$ cat config.mk
export PLATFORM = sky130hd
export DESIGN_NAME = acc_xfer_unit
export DESIGN_NICKNAME = d
export VERILOG_FILES = /design/src/rtl/acc_xfer_pkg.sv /design/src/rtl/acc_xfer_decode.sv /design/src/rtl/acc_xfer_store.sv /design/src/rtl/acc_xfer_out.sv /design/src/rtl/acc_xfer_unit.sv
export SDC_FILE = /design/constraint.sdc
export NUM_CORES = 1
export LEC_CHECK = 0
export ABC_AREA = 1
export BUFFER_PORTS_ARGS = -buffer_cell sky130_fd_sc_hd__buf_2
export CORE_MARGIN = 5
export CORE_UTILIZATION = 51
export DETAILED_ROUTE_END_ITERATION = 7
export GPL_ROUTABILITY_DRIVEN = 0
export PLACE_DENSITY_LB_ADDON = 0.2
export SLEW_MARGIN = 30
export SYNTH_ARGS = -nofsm -noshare
export SYNTH_HDL_FRONTEND = slang
export SYNTH_HIERARCHICAL = 1
export SYNTH_SLANG_ARGS = --single-unit
$ cat constraint.sdc
create_clock -name clk -period 2.8 [get_ports clk]
set_input_delay 0.56 -clock clk [delete_from_list [all_inputs] [get_ports clk]]
set_output_delay 0.56 -clock clk [all_outputs]
set_load 0.02 [all_outputs]
$ cat src/rtl/acc_xfer_pkg.sv
// Package acc_xfer_pkg
// Shared widths, field positions and the decoded-operation type for the
// accumulator transfer unit. Assumes a 32-bit instruction word.
package acc_xfer_pkg;
    localparam int REG_W      = 32;
    localparam int ACC_W      = 40;
    localparam int HI_W       = ACC_W - REG_W;
    localparam int IDX_W      = 4;
    localparam int SEL_W      = 3;
    localparam int OPC_W      = 7;
    localparam int OPC_LSB    = 21;
    localparam int DIR_BIT    = 20;
    localparam int HIDX_LSB   = 16;
    localparam int LIDX_LSB   = 12;
    localparam int SBZ_LSB    = 3;
    localparam int SBZ_W      = LIDX_LSB - SBZ_LSB;
    localparam logic [OPC_W-1:0] XFER_OPC = 7'b1100010;

    typedef enum logic [2:0] {
        OP_NONE,
        OP_LOAD,
        OP_READ,
        OP_UNDEF,
        OP_DENY
    } xfer_op_e;
endpackage

$ cat src/rtl/acc_xfer_decode.sv
// Module acc_xfer_decode
// Combinational decode of one instruction word into a single operation.
// Assumes the condition check and the access enable come from outside.
// Priority: not ours / condition failed -> undefined -> denied -> transfer.
module acc_xfer_decode
    import acc_xfer_pkg::*;
(
    input  logic              valid,
    input  logic [REG_W-1:0]  word,
    input  logic              cond_ok,
    input  logic              perm_ok,
    output xfer_op_e          op,
    output logic [IDX_W-1:0]  hi_idx,
    output logic [IDX_W-1:0]  lo_idx
);
    logic opc_hit;
    logic bad_enc;
    logic unused_cond;

    assign unused_cond = ^word[REG_W-1:OPC_LSB+OPC_W];
    assign opc_hit = word[OPC_LSB +: OPC_W] == XFER_OPC;
    assign bad_enc = (word[0 +: SEL_W] != '0) || (word[SBZ_LSB +: SBZ_W] != '0);
    assign hi_idx  = word[HIDX_LSB +: IDX_W];
    assign lo_idx  = word[LIDX_LSB +: IDX_W];

    // Select the operation by the fixed check priority.
    always_comb begin
        op = OP_NONE;
        if (valid && opc_hit && cond_ok) begin
            if (bad_enc)
                op = OP_UNDEF;
            else if (!perm_ok)
                op = OP_DENY;
            else if (word[DIR_BIT])
                op = OP_READ;
            else
                op = OP_LOAD;
        end
    end
endmodule

$ cat src/rtl/acc_xfer_store.sv
// Module acc_xfer_store
// The accumulator register. It loads the full low word and only the low byte
// of the high word. Assumes load_en is already qualified by the decoder.
module acc_xfer_store
    import acc_xfer_pkg::*;
(
    input  logic              clk,
    input  logic              rst_n,
    input  logic              load_en,
    input  logic [REG_W-1:0]  load_hi,
    input  logic [REG_W-1:0]  load_lo,
    output logic [ACC_W-1:0]  acc_q
);
    logic unused_hi_bits;
    assign unused_hi_bits = ^load_hi[REG_W-1:HI_W];

    // Hold the accumulator; update it on a qualified load.
    always_ff @(posedge clk) begin
        if (!rst_n)
            acc_q <= '0;
        else if (load_en)
            acc_q <= {load_hi[HI_W-1:0], load_lo};
    end

    a_r3_load_low: assert property (@(posedge clk) disable iff (!rst_n)
        load_en |=> acc_q[REG_W-1:0] == $past(load_lo));
    a_r3_load_top: assert property (@(posedge clk) disable iff (!rst_n)
        load_en |=> acc_q[ACC_W-1:REG_W] == $past(load_hi[HI_W-1:0]));
    a_r9_hold: assert property (@(posedge clk) disable iff (!rst_n)
        !load_en |=> $stable(acc_q));
endmodule

$ cat src/rtl/acc_xfer_out.sv
// Module acc_xfer_out
// Registered result and flag stage. A read captures the accumulator and the
// index fields. The flags are one-cycle pulses. Assumes one operation per cycle.
module acc_xfer_out
    import acc_xfer_pkg::*;
(
    input  logic              clk,
    input  logic              rst_n,
    input  xfer_op_e          op,
    input  logic [IDX_W-1:0]  hi_idx_in,
    input  logic [IDX_W-1:0]  lo_idx_in,
    input  logic [ACC_W-1:0]  acc_q,
    output logic [REG_W-1:0]  res_hi,
    output logic [REG_W-1:0]  res_lo,
    output logic              res_valid,
    output logic [IDX_W-1:0]  hi_idx,
    output logic [IDX_W-1:0]  lo_idx,
    output logic              undef_flag,
    output logic              perm_fault
);
    logic [REG_W-1:0] hi_ext;

    // Sign-extend the accumulator's top part to a full register.
    always_comb begin
        hi_ext = {{(REG_W-HI_W){acc_q[ACC_W-1]}}, acc_q[ACC_W-1:REG_W]};
    end

    // Register read data and index fields when a read is accepted.
    always_ff @(posedge clk) begin
        if (!rst_n) begin
            res_hi <= '0;
            res_lo <= '0;
            hi_idx <= '0;
            lo_idx <= '0;
        end else if (op == OP_READ) begin
            res_hi <= hi_ext;
            res_lo <= acc_q[REG_W-1:0];
            hi_idx <= hi_idx_in;
            lo_idx <= lo_idx_in;
        end
    end

    // Produce the one-cycle strobes.
    always_ff @(posedge clk) begin
        if (!rst_n) begin
            res_valid  <= 1'b0;
            undef_flag <= 1'b0;
            perm_fault <= 1'b0;
        end else begin
            res_valid  <= op == OP_READ;
            undef_flag <= op == OP_UNDEF;
            perm_fault <= op == OP_DENY;
        end
    end

    a_r4_low_word: assert property (@(posedge clk) disable iff (!rst_n)
        res_valid |-> res_lo == $past(acc_q[REG_W-1:0]));
    a_r4_sign: assert property (@(posedge clk) disable iff (!rst_n)
        res_valid |-> res_hi[REG_W-1] == $past(acc_q[ACC_W-1]));
    a_r4_exclusive: assert property (@(posedge clk) disable iff (!rst_n)
        $onehot0({res_valid, undef_flag, perm_fault}));
endmodule

$ cat src/rtl/acc_xfer_unit.sv
// Module acc_xfer_unit
// Top of the accumulator transfer unit: decode, accumulator store, and the
// registered output stage. Assumes the condition check is done upstream.
module acc_xfer_unit
    import acc_xfer_pkg::*;
(
    input  logic              clk,
    input  logic              rst_n,
    input  logic              insn_valid,
    input  logic [31:0]       insn_word,
    input  logic              cond_pass,
    input  logic              cp_access_en,
    input  logic [31:0]       src_hi,
    input  logic [31:0]       src_lo,
    output logic [31:0]       res_hi,
    output logic [31:0]       res_lo,
    output logic              res_valid,
    output logic [3:0]        hi_idx,
    output logic [3:0]        lo_idx,
    output logic              undef_flag,
    output logic              perm_fault
);
    xfer_op_e          op;
    logic [IDX_W-1:0]  dec_hi_idx;
    logic [IDX_W-1:0]  dec_lo_idx;
    logic [ACC_W-1:0]  acc_q;

    acc_xfer_decode u_decode (
        .valid   (insn_valid),
        .word    (insn_word),
        .cond_ok (cond_pass),
        .perm_ok (cp_access_en),
        .op      (op),
        .hi_idx  (dec_hi_idx),
        .lo_idx  (dec_lo_idx)
    );

    acc_xfer_store u_store (
        .clk     (clk),
        .rst_n   (rst_n),
        .load_en (op == OP_LOAD),
        .load_hi (src_hi),
        .load_lo (src_lo),
        .acc_q   (acc_q)
    );

    acc_xfer_out u_out (
        .clk        (clk),
        .rst_n      (rst_n),
        .op         (op),
        .hi_idx_in  (dec_hi_idx),
        .lo_idx_in  (dec_lo_idx),
        .acc_q      (acc_q),
        .res_hi     (res_hi),
        .res_lo     (res_lo),
        .res_valid  (res_valid),
        .hi_idx     (hi_idx),
        .lo_idx     (lo_idx),
        .undef_flag (undef_flag),
        .perm_fault (perm_fault)
    );

    a_r9_cond_quiet: assert property (@(posedge clk) disable iff (!rst_n)
        (insn_valid && !cond_pass) |=> !(res_valid || undef_flag || perm_fault));
    a_r11_idle_quiet: assert property (@(posedge clk) disable iff (!rst_n)
        !insn_valid |=> !(res_valid || undef_flag || perm_fault));
    a_r8_denied: assert property (@(posedge clk) disable iff (!rst_n)
        (insn_valid && cond_pass && !cp_access_en
         && insn_word[27:21] == 7'b1100010 && insn_word[11:0] == 12'h000)
        |=> perm_fault);
    a_r6_bad_select: assert property (@(posedge clk) disable iff (!rst_n)
        (insn_valid && cond_pass && insn_word[27:21] == 7'b1100010
         && insn_word[2:0] != 3'd0) |=> (undef_flag && !perm_fault));
    a_r5_index: assert property (@(posedge clk) disable iff (!rst_n)
        res_valid |-> (hi_idx == $past(insn_word[19:16])
                       && lo_idx == $past(insn_word[15:12])));
endmodule

* After elaboration in Yosys (flattened, before gate mapping)
Cells that the tools add are included.
Operators by class: multiplexer cells 4, reductions and logical operators 5, equality and inequality tests 5
Operator list (number):
- $mux 3 | 3
- $reduce_bool 9->1 | 1
- $eq 7x7->1 const B | 1
- $eq 3x2->1 const B | 2
- $eq 3x1->1 const B | 1
- $eq 3x3->1 const B | 1
- $reduce_bool 3->1 | 1
- $logic_and 1x1->1 | 2
- $mux 2 | 1
- $logic_or 1x1->1 | 1
Word-level totals: output and inout port bits 75, logic and storage cells 22, bits of input ports 101, flip-flop bits (word level) 91

* Depth between registers and ports, before layout
Gate-level depths: netlist of run 1.
word-level depth 5, gate-level depth with buffers 14, gate-level depth less buffers 12

* By module
The synthesis of run 1 kept the hierarchy.
By module, submodules not included:
- acc_xfer_out | seq. area each 1021.0 sq um, times used 1, area each 2234.6 sq um, cells each 338
- acc_xfer_store | seq. area each 800.8 sq um, times used 1, area each 1657.8 sq um, cells each 253
- acc_xfer_decode | seq. area each 0.0 sq um, times used 1, area each 201.4 sq um, cells each 41
- acc_xfer_unit | seq. area each 0.0 sq um, times used 1, area each 13.8 sq um, cells each 3

* Worst setup path before layout of run 1
No wires, ideal clock.
kind in2reg, start point in insn_word[25], end point reg u_store.acc_q[0], setup time 0.113 ns, buffers on the path 2, path slack 1.086 ns, arrival time 1.601 ns, stages 13, cells stage by stage inv_1 > nand2_1 > nand3b_1 > nor2_1 > nand2_1 > inv_1 > inv_1 > nand2_1 > nor2_2 > buf_6 > buf_4 > nor2_1 > nor2_1
Between the ends: longest elaborated chain between the ends 5
Ends and longest elaborated chain:
- start: declaration | RTL line acc_xfer_unit.sv:10 | input logic [31:0] insn_word,
- $eq 7x7->1 | RTL line acc_xfer_decode.sv:21 | assign opc_hit = word[OPC_LSB +: OPC_W] == XFER_OPC;
- $logic_and 1x1->1 (2 in a row) | RTL line acc_xfer_decode.sv:29 | if (valid && opc_hit && cond_ok) begin
- $mux 3 | RTL line acc_xfer_decode.sv:29
- via op[1] | RTL line acc_xfer_unit.sv:23 | xfer_op_e op;
- $eq 3x1->1 | RTL line acc_xfer_unit.sv:41 | .load_en (op == OP_LOAD),
- end signal: assignment | RTL line acc_xfer_store.sv:22 | acc_q <= {load_hi[HI_W-1:0], load_lo};
- end: declaration | RTL line acc_xfer_store.sv:12 | output logic [ACC_W-1:0] acc_q
The timed path passes the listed nets, and every way through them passes these cells. A chain may end at the register's enable or synchronous reset.

* Final worst setup path of run 1
start point in insn_word[24], end point reg u_out.res_lo[29]
Between the ends: longest elaborated chain between the ends 5
Ends and longest elaborated chain:
- $eq 7x7->1 | RTL line acc_xfer_decode.sv:21
- $logic_and 1x1->1 (2 in a row) | RTL line acc_xfer_decode.sv:29
- $mux 3 | RTL line acc_xfer_decode.sv:29
- via op[2] | RTL line acc_xfer_unit.sv:23
- $eq 3x2->1 | RTL line acc_xfer_out.sv:35 | end else if (op == OP_READ) begin
- end signal: assignment | RTL line acc_xfer_out.sv:37 | res_lo <= acc_q[REG_W-1:0];
- end: declaration | RTL line acc_xfer_out.sv:14 | output logic [REG_W-1:0] res_lo,
The timed path passes the listed nets, and every way through them passes these cells.

==> results by group, run 1 <==
Timing
  • Slew HR: 0.502
  • Period utilization: 0.706
  • Fmax achieved: 506 MHz
  • RSZ-0062 raised after global routing: false
  • Min Clock Period, post-route: ~2.0 ns
  • TNS Setup: 0 ns
  • Clk_skew: 0.00924 ns
  • Worst slew pin tran: 0.747 ns
  • Final Max Slew Viols: 0
  • # setup viols final: 0
  • Final hold viol count: 0

Synth
  • Ys Warns: 6
  • Post-synthesis simple-gate area fraction: 0.359
  • Area contributors post-synth: dfxtp_1 44%, nor2_1 17%, nand2_1 17%
  • Register bit count reported by yosys: 91
  • Post-synthesis mux area share: 0
  • Largest family of logic cells by synthesized area: simple AND/OR/NAND/NOR gates
  • Synth Area in Compound Gates: 0
  • Sequential-to-total area share from yosys stat: 0.443
  • Biggest area consumer among synthesized cells: dfxtp_1
  • Post-Synth XOR/XNOR Area: 0
  • Share of the synthesized area in the top cell type: 0.443
  • Syn_nets: 736
  • Post-synth cell types: 16
  • Mapped cell area: 0.00411 mm²
  • Post-Synth Adder-Cell Area: 0
  • Cells after Synth: 635
  • Mean Syn Cell Area: 6.47 µm²

Setup path
  • Worst Path Class, Setup: input pin to flop
  • Crit path launch type: input pin
  • Crit. End Element: flop
  • Crit path arrival time: 2.22 ns
  • R2r setup slk: between 1.5 and 2 ns
  • WP data required: 3.04 ns
  • Max FO, Critical Path: 36

Clocking
  • Hold-fix buffers at CTS: 0
  • CTS H-tree depth: 3
  • Worst-skew pair later-pin latency: around 0.34 ns
  • CTS tree: built
  • Clk root buf: clkbuf_8
  • CTS Buf Count: 9
  • Clock Sinks: 91
  • Longest Clk Path Bufs: 2
  • CTS clk-pin slew, worst paths: 0.09 ns
  • Post_cts resized: 0
  • Setup Fix Bufs, Post-CTS: 0

Floorplanning
  • Core Area: 0.00777 mm²
  • Initial Util: 0.529
  • Die area: 0.00995 mm²
  • I/O Pins: 176
  • Die extent in x: roughly 100 µm
  • # rows: 32
  • Chip height: 99.7 µm

Min path
  • Hold Crit Class: input pin to flop

Detailed routing
  • DR vias: 3,556
  • Drt drc: 0
  • First-pass DRT Iterations: 6
  • DRT iter0 DRCs: 93
  • Via density: 4.20
  • Drt wl/cell: 9.83 µm
  • Post-route ant nets: 0
  • Detailed Route WL: 8.32 mm

Pwr
  • Internal power: about 1.8 mW
  • Peak supply drop: 0.249 mV
  • P_sw: 505 µW
  • Static Leak: 2.93 nW
  • Power density over the cells: 474 mW/mm²
  • Switch share: 0.220
  • Clock Power Share: 0.384
  • Sequential power share: 0.564
  • Combinational power share: 0.052

Global routing
  • First-pass GRT wire length: roughly 14 mm
  • Vias in the first global route: 3,300
  • Antenna violations before repair: 0
  • Largest net degree at the start of global routing: 41
  • GR Util All Layers: 0.168
  • Total grt overflow: 0

Final layout
  • Ant diodes: 0
  • Area growth from synthesis to layout: 18.2%
  • Filler cells: about 720
  • # nets final: 840
  • Share of cells above drive strength 1: 0.230
  • Finished Layout Cells: 846

Placed design
  • Port Buffers: 147
  • Post-DP HPWL: ~6 mm
  • Placed Instances: 830

Run status
  • Status: complete, no violations

Flow run
  • Max Cap Viol: 0
[cell families after synthesis]
family,after synthesis
buffers and inverters,159
AND/OR/NAND/NOR,385
flip-flops,91
[routing by layer]
| layer | GRT usage | share of wire | up-vias |
|---|---|---|---|
| met5 | 0 | 0 | - |
| met4 | 0.0567 | 0.0093 | 0 |
| met3 | 0.0400 | 0.062 | 8 |
| met2 | 0.301 | 0.48 | 79 |
| met1 | 0.196 | 0.45 | 1496 |
| li1 | - | - | 1973 |
[metrics by stage]
step                area [µm²]   util  power (mW)  hold WS [ns]  setup slack [ns]
floorplan                 4110      -        1.39         0.450              1.09
global placement          4650  0.599        1.45         0.458             0.534
detailed placement        4650  0.599        1.45         0.464             0.455
CTS                       4850  0.625        2.34         0.415             0.820
global route              4850  0.625        2.41         0.435             0.637
finish                    4850  0.625        2.30         0.437             0.822
[worst paths after layout]
check	cells after the start	endpoint	start
setup reg to reg	4	u_out/res_hi[7]	u_out/res_hi[7]
hold / removal	3	u_out/hi_idx[2]	insn_word[18]
setup / recovery	12	u_out/res_lo[29]	insn_word[24]
hold reg to reg	2	u_store/acc_q[3]	u_store/acc_q[3]
[critical path: stages]
cell and delay [ns]:
buf_2 0.09, nor2_1 0.16, inv_1 0.07, nor2_1 0.09, nand4_1 0.10, nor2_1 0.22, inv_1 0.14, nand3_4 0.34
buf_12 0.25, nand2_1 0.08, nand2_1 0.06, nor2_1 0.05
[cells in the final DEF, fill, tap and decap left out]
cell type,count
nand2_1,184
nor2_1,189
nor2_2,1
clkbuf_8,10
nand3_4,1
bufinv_16,1
and2_1,1
clkbuf_1,1
nor4_1,1
or2_1,1
clkinvlp_4,3
buf_2,147
nor2_4,1
buf_4,1
nand3_1,4
inv_6,1
inv_1,99
nand4_1,1
buf_12,5
nand3b_1,1
dfxtp_1,91
[cells in the mapped netlist (all sizes together)]
cell type	n
and2	1
buf	57
clkbuf	3
dfxtp	91
inv	99
nand2	184
nand3	5
nand3b	1
nand4	1
nor2	191
nor4	1
or2	1
[registers in the layout, indices dropped and copies added, names as in the netlist]
| register | cells |
|---|---|
| u_out/hi_idx | 4 |
| u_out/lo_idx | 4 |
| u_out/perm_fault | 1 |
| u_out/res_hi | 8 |
| u_out/res_lo | 32 |
| u_out/res_valid | 1 |
| u_out/undef_flag | 1 |
| u_store/acc_q | 40 |
[layout make-up]
type,instances,area (µm²),area share
Sequential cell,91,1820,0.375
Multi-Input combinational cell,385,1490,0.306
Timing Repair Buffer,153,843,0.174
Inverter,99,372,0.0765
Clock buffer,11,141,0.0291
Tap cell,102,128,0.0263
Clock inverter,5,61.3,0.0126
[power by group through the flow]
stage / logic, mW / registers (mW) / clock network, mW
after floorplan: 0.0641 / 1.33 / 0
after global placement: 0.118 / 1.33 / 0
after detailed placement: 0.119 / 1.33 / 0
after CTS: 0.120 / 1.30 / 0.920
after global routing: 0.136 / 1.30 / 0.980
final: 0.119 / 1.30 / 0.883
Note: power is estimated with default switching activity, not from simulation.
==> inputs of run 2 (changes only) <==
--- a/config.mk
+++ b/config.mk
@@ -8,7 +8,7 @@
 export ABC_AREA = 1
 export BUFFER_PORTS_ARGS = -buffer_cell sky130_fd_sc_hd__buf_2
 export CORE_MARGIN = 5
-export CORE_UTILIZATION = 51
+export CORE_UTILIZATION = 48
 export DETAILED_ROUTE_END_ITERATION = 7
 export GPL_ROUTABILITY_DRIVEN = 0
 export PLACE_DENSITY_LB_ADDON = 0.2
==> constraint.sdc (replaced) <==
create_clock -name clk -period 1.83 [get_ports clk]
set_input_delay 0.366 -clock clk [delete_from_list [all_inputs] [get_ports clk]]
set_output_delay 0.366 -clock clk [all_outputs]
set_load 0.02 [all_outputs]
==> results by group, run 2 (synthesis results as in run 1) <==
Timing
  • Hold_ws: 0.241 ns (was 0.437 ns)
  • Min Clock Period, post-route: 1.47 ns
  • # setup viols final: 0 (unchanged)
  • RSZ-0062 raised after global routing: false (unchanged)
  • Period utilization: 0.806
  • Final Max Slew Viols: 0 (unchanged)
  • Slew HR: 0.712 (was 0.502)
  • TNS Setup: 0 ns (unchanged)
  • Final WS setup: 0.356 ns (was 0.822 ns)
  • Final hold viol count: 0 (unchanged)
  • Fmax achieved: 678 MHz
  • Worst slew pin tran: 0.432 ns (was 0.747 ns)
  • Clk_skew: 0.00807 ns (was 0.00924 ns)

Detailed routing
  • DRT iter0 DRCs: 68 (was 93)
  • Post-route ant nets: 0 (unchanged)
  • Via density: 4.21 (was 4.20)
  • Drt wl/cell: 9.89 µm (was 9.83 µm)
  • Detailed Route WL: 8.44 mm (was 8.32 mm)
  • Drt drc: 0 (unchanged)
  • DR vias: 3,588 (was 3,556)
  • First-pass DRT Iterations: 5 (was 6)

Floorplanning
  • Die area: 0.0105 mm² (was 0.00995 mm²)
  • Chip height: 103 µm (was 99.7 µm)
  • I/O Pins: 176 (unchanged)
  • Die extent in x: 103 µm (was 99.7 µm)
  • # rows: 33 (was 32)
  • Initial Util: 0.497 (was 0.529)
  • Core Area: 0.00826 mm² (was 0.00777 mm²)

Clocking
  • Clock Sinks: 91 (unchanged)
  • CTS tree: built (unchanged)
  • CTS Buf Count: 9 (unchanged)
  • Setup Fix Bufs, Post-CTS: 0 (unchanged)
  • Clk root buf: clkbuf_8 (unchanged)
  • CTS H-tree depth: 3 (unchanged)
  • CTS clk-pin slew, worst paths: 0.09 ns (about the same)
  • Hold-fix buffers at CTS: 0 (unchanged)
  • Longest Clk Path Bufs: 2 (unchanged)
  • Worst-skew pair later-pin latency: 0.34 ns (about the same)
  • Post_cts resized: 0 (unchanged)

Pwr
  • Static Leak: 2.96 nW (was 2.93 nW)
  • Power density over the cells: 716 mW/mm² (was 474 mW/mm²)
  • Power, Total: 3.51 mW (was 2.30 mW)
  • Peak supply drop: 0.361 mV (was 0.249 mV)

Setup path
  • Crit. End Element: output port (was flop)
  • Crit path arrival time: 1.11 ns (was 2.22 ns)
  • Reg2Reg Depth: 4 (unchanged)
  • Crit path launch type: flop (was input pin)
  • Slowest CP cell: dfxtp_2 (was nand3_4)
  • Worst Path Class, Setup: flop to output port (was input pin to flop)
  • Max FO, Critical Path: 26 (was 36)
  • Cell family with most CP delay: flip-flops (was simple AND/OR/NAND/NOR gates)
  • Bufs and invs on worst path: 1 (was 4)
  • WP depth: 1 (was 12)
  • Critical Path Max Stage Delay: 0.53 ns (was 0.34 ns)
  • Crit-path cells: buf_2 (was buf_2 > nor2_1 > inv_1 > nor2_1 > nand4_1 > nor2_1 > inv_1 > nand3_4 > buf_12 > nand2_1 > nand2_1 > nor2_1)
  • WP data required: 1.46 ns (was 3.04 ns)

Final layout
  • Filler cells: 811 (was 723)
  • Ant diodes: 0 (unchanged)
  • Finished Layout Cells: 853 (was 846)
  • # nets final: 845 (was 840)
  • Reg with most FFs: u_store/acc_q (unchanged)
  • Most common cell after layout, fill and taps aside: nor2_1 (unchanged)
  • Max reg flops: 40 (unchanged)
  • Area growth from synthesis to layout: 19.5% (was 18.2%)
  • Largest regs: u_store/acc_q x40, u_out/res_lo x32, u_out/res_hi x8 (unchanged)
  • Commonest cells after routing, fill and taps aside: 189 x nor2_1, 184 x nand2_1, 147 x buf_2, 99 x inv_1, 90 x dfxtp_1 (was 189 x nor2_1, 184 x nand2_1, 147 x buf_2, 99 x inv_1, 91 x dfxtp_1)
  • Share of cells above drive strength 1: 0.237 (was 0.230)

Global routing
  • GR Util All Layers: 0.165 (was 0.168)
  • Largest net degree at the start of global routing: 59 (was 41)
  • Vias in the first global route: 3,396 (was 3,300)
  • Total grt overflow: 0 (unchanged)
  • Antenna violations before repair: 0 (unchanged)
  • First-pass GRT wire length: 14.2 mm (was 14.0 mm)

Placed design
  • Placed Instances: 838 (was 830)
  • Dpl ws: 0.0201 ns (was 0.455 ns)
  • Post-DP HPWL: 6.01 mm (was 5.91 mm)
  • Port Buffers: 147 (unchanged)

Run status
  • Status: complete, no violations (unchanged)

Min path
  • Hold Crit Class: input pin to flop (unchanged)
  • Hold Crit Depth: 3 (unchanged)

Flow run
  • Max Cap Viol: 0 (unchanged)
==> run 2: report_power, final <==
group	switching, mW	internal (mW)	total, mW
Clock	0.678	0.668	1.35
Combinational	0.0922	0.0898	0.182
Sequential	0.00237	1.98	1.98
==> run 2: cell type report <==
type                    instances  area, µm²  share of cell area
multi-input cells             385       1490               0.303
clock buffers                  10        138              0.0280
well taps                     105        131              0.0268
clock inverters                 5       62.6              0.0127
flip-flops and latches         91       1820               0.371
inverters                      99        372              0.0757
repair buffers                158        893               0.182
==> run 2: metal layers <==
layer | vias to the layer above | part of all wire | GRT usage
met4 | 0 | 0.0090 | 0.0575
met2 | 69 | 0.49 | 0.302
met5 | - | 0 | 0
li1 | 1983 | - | -
met3 | 8 | 0.061 | 0.0352
met1 | 1528 | 0.44 | 0.188
==> run 2: worst paths after layout <==
| check | to | slack (ns) | start |
|---|---|---|---|
| max | res_hi[27] | 0.36 | u_out/res_hi[7] |
| min | u_out/lo_idx[2] | 0.24 | insn_word[14] |
| max reg2reg | u_out/res_hi[7] | 0.99 | u_out/res_hi[7] |
| min reg2reg | u_store/acc_q[33] | 0.47 | u_store/acc_q[33] |
==> run 2: metrics by stage <==
stage / util / cell area, µm²
2_1_floorplan: - / 4110
3_3_place_gp: 0.570 / 4710
3_5_place_dp: 0.570 / 4710
4_1_cts: 0.594 / 4910
5_1_grt: 0.594 / 4910
6_report: 0.594 / 4910
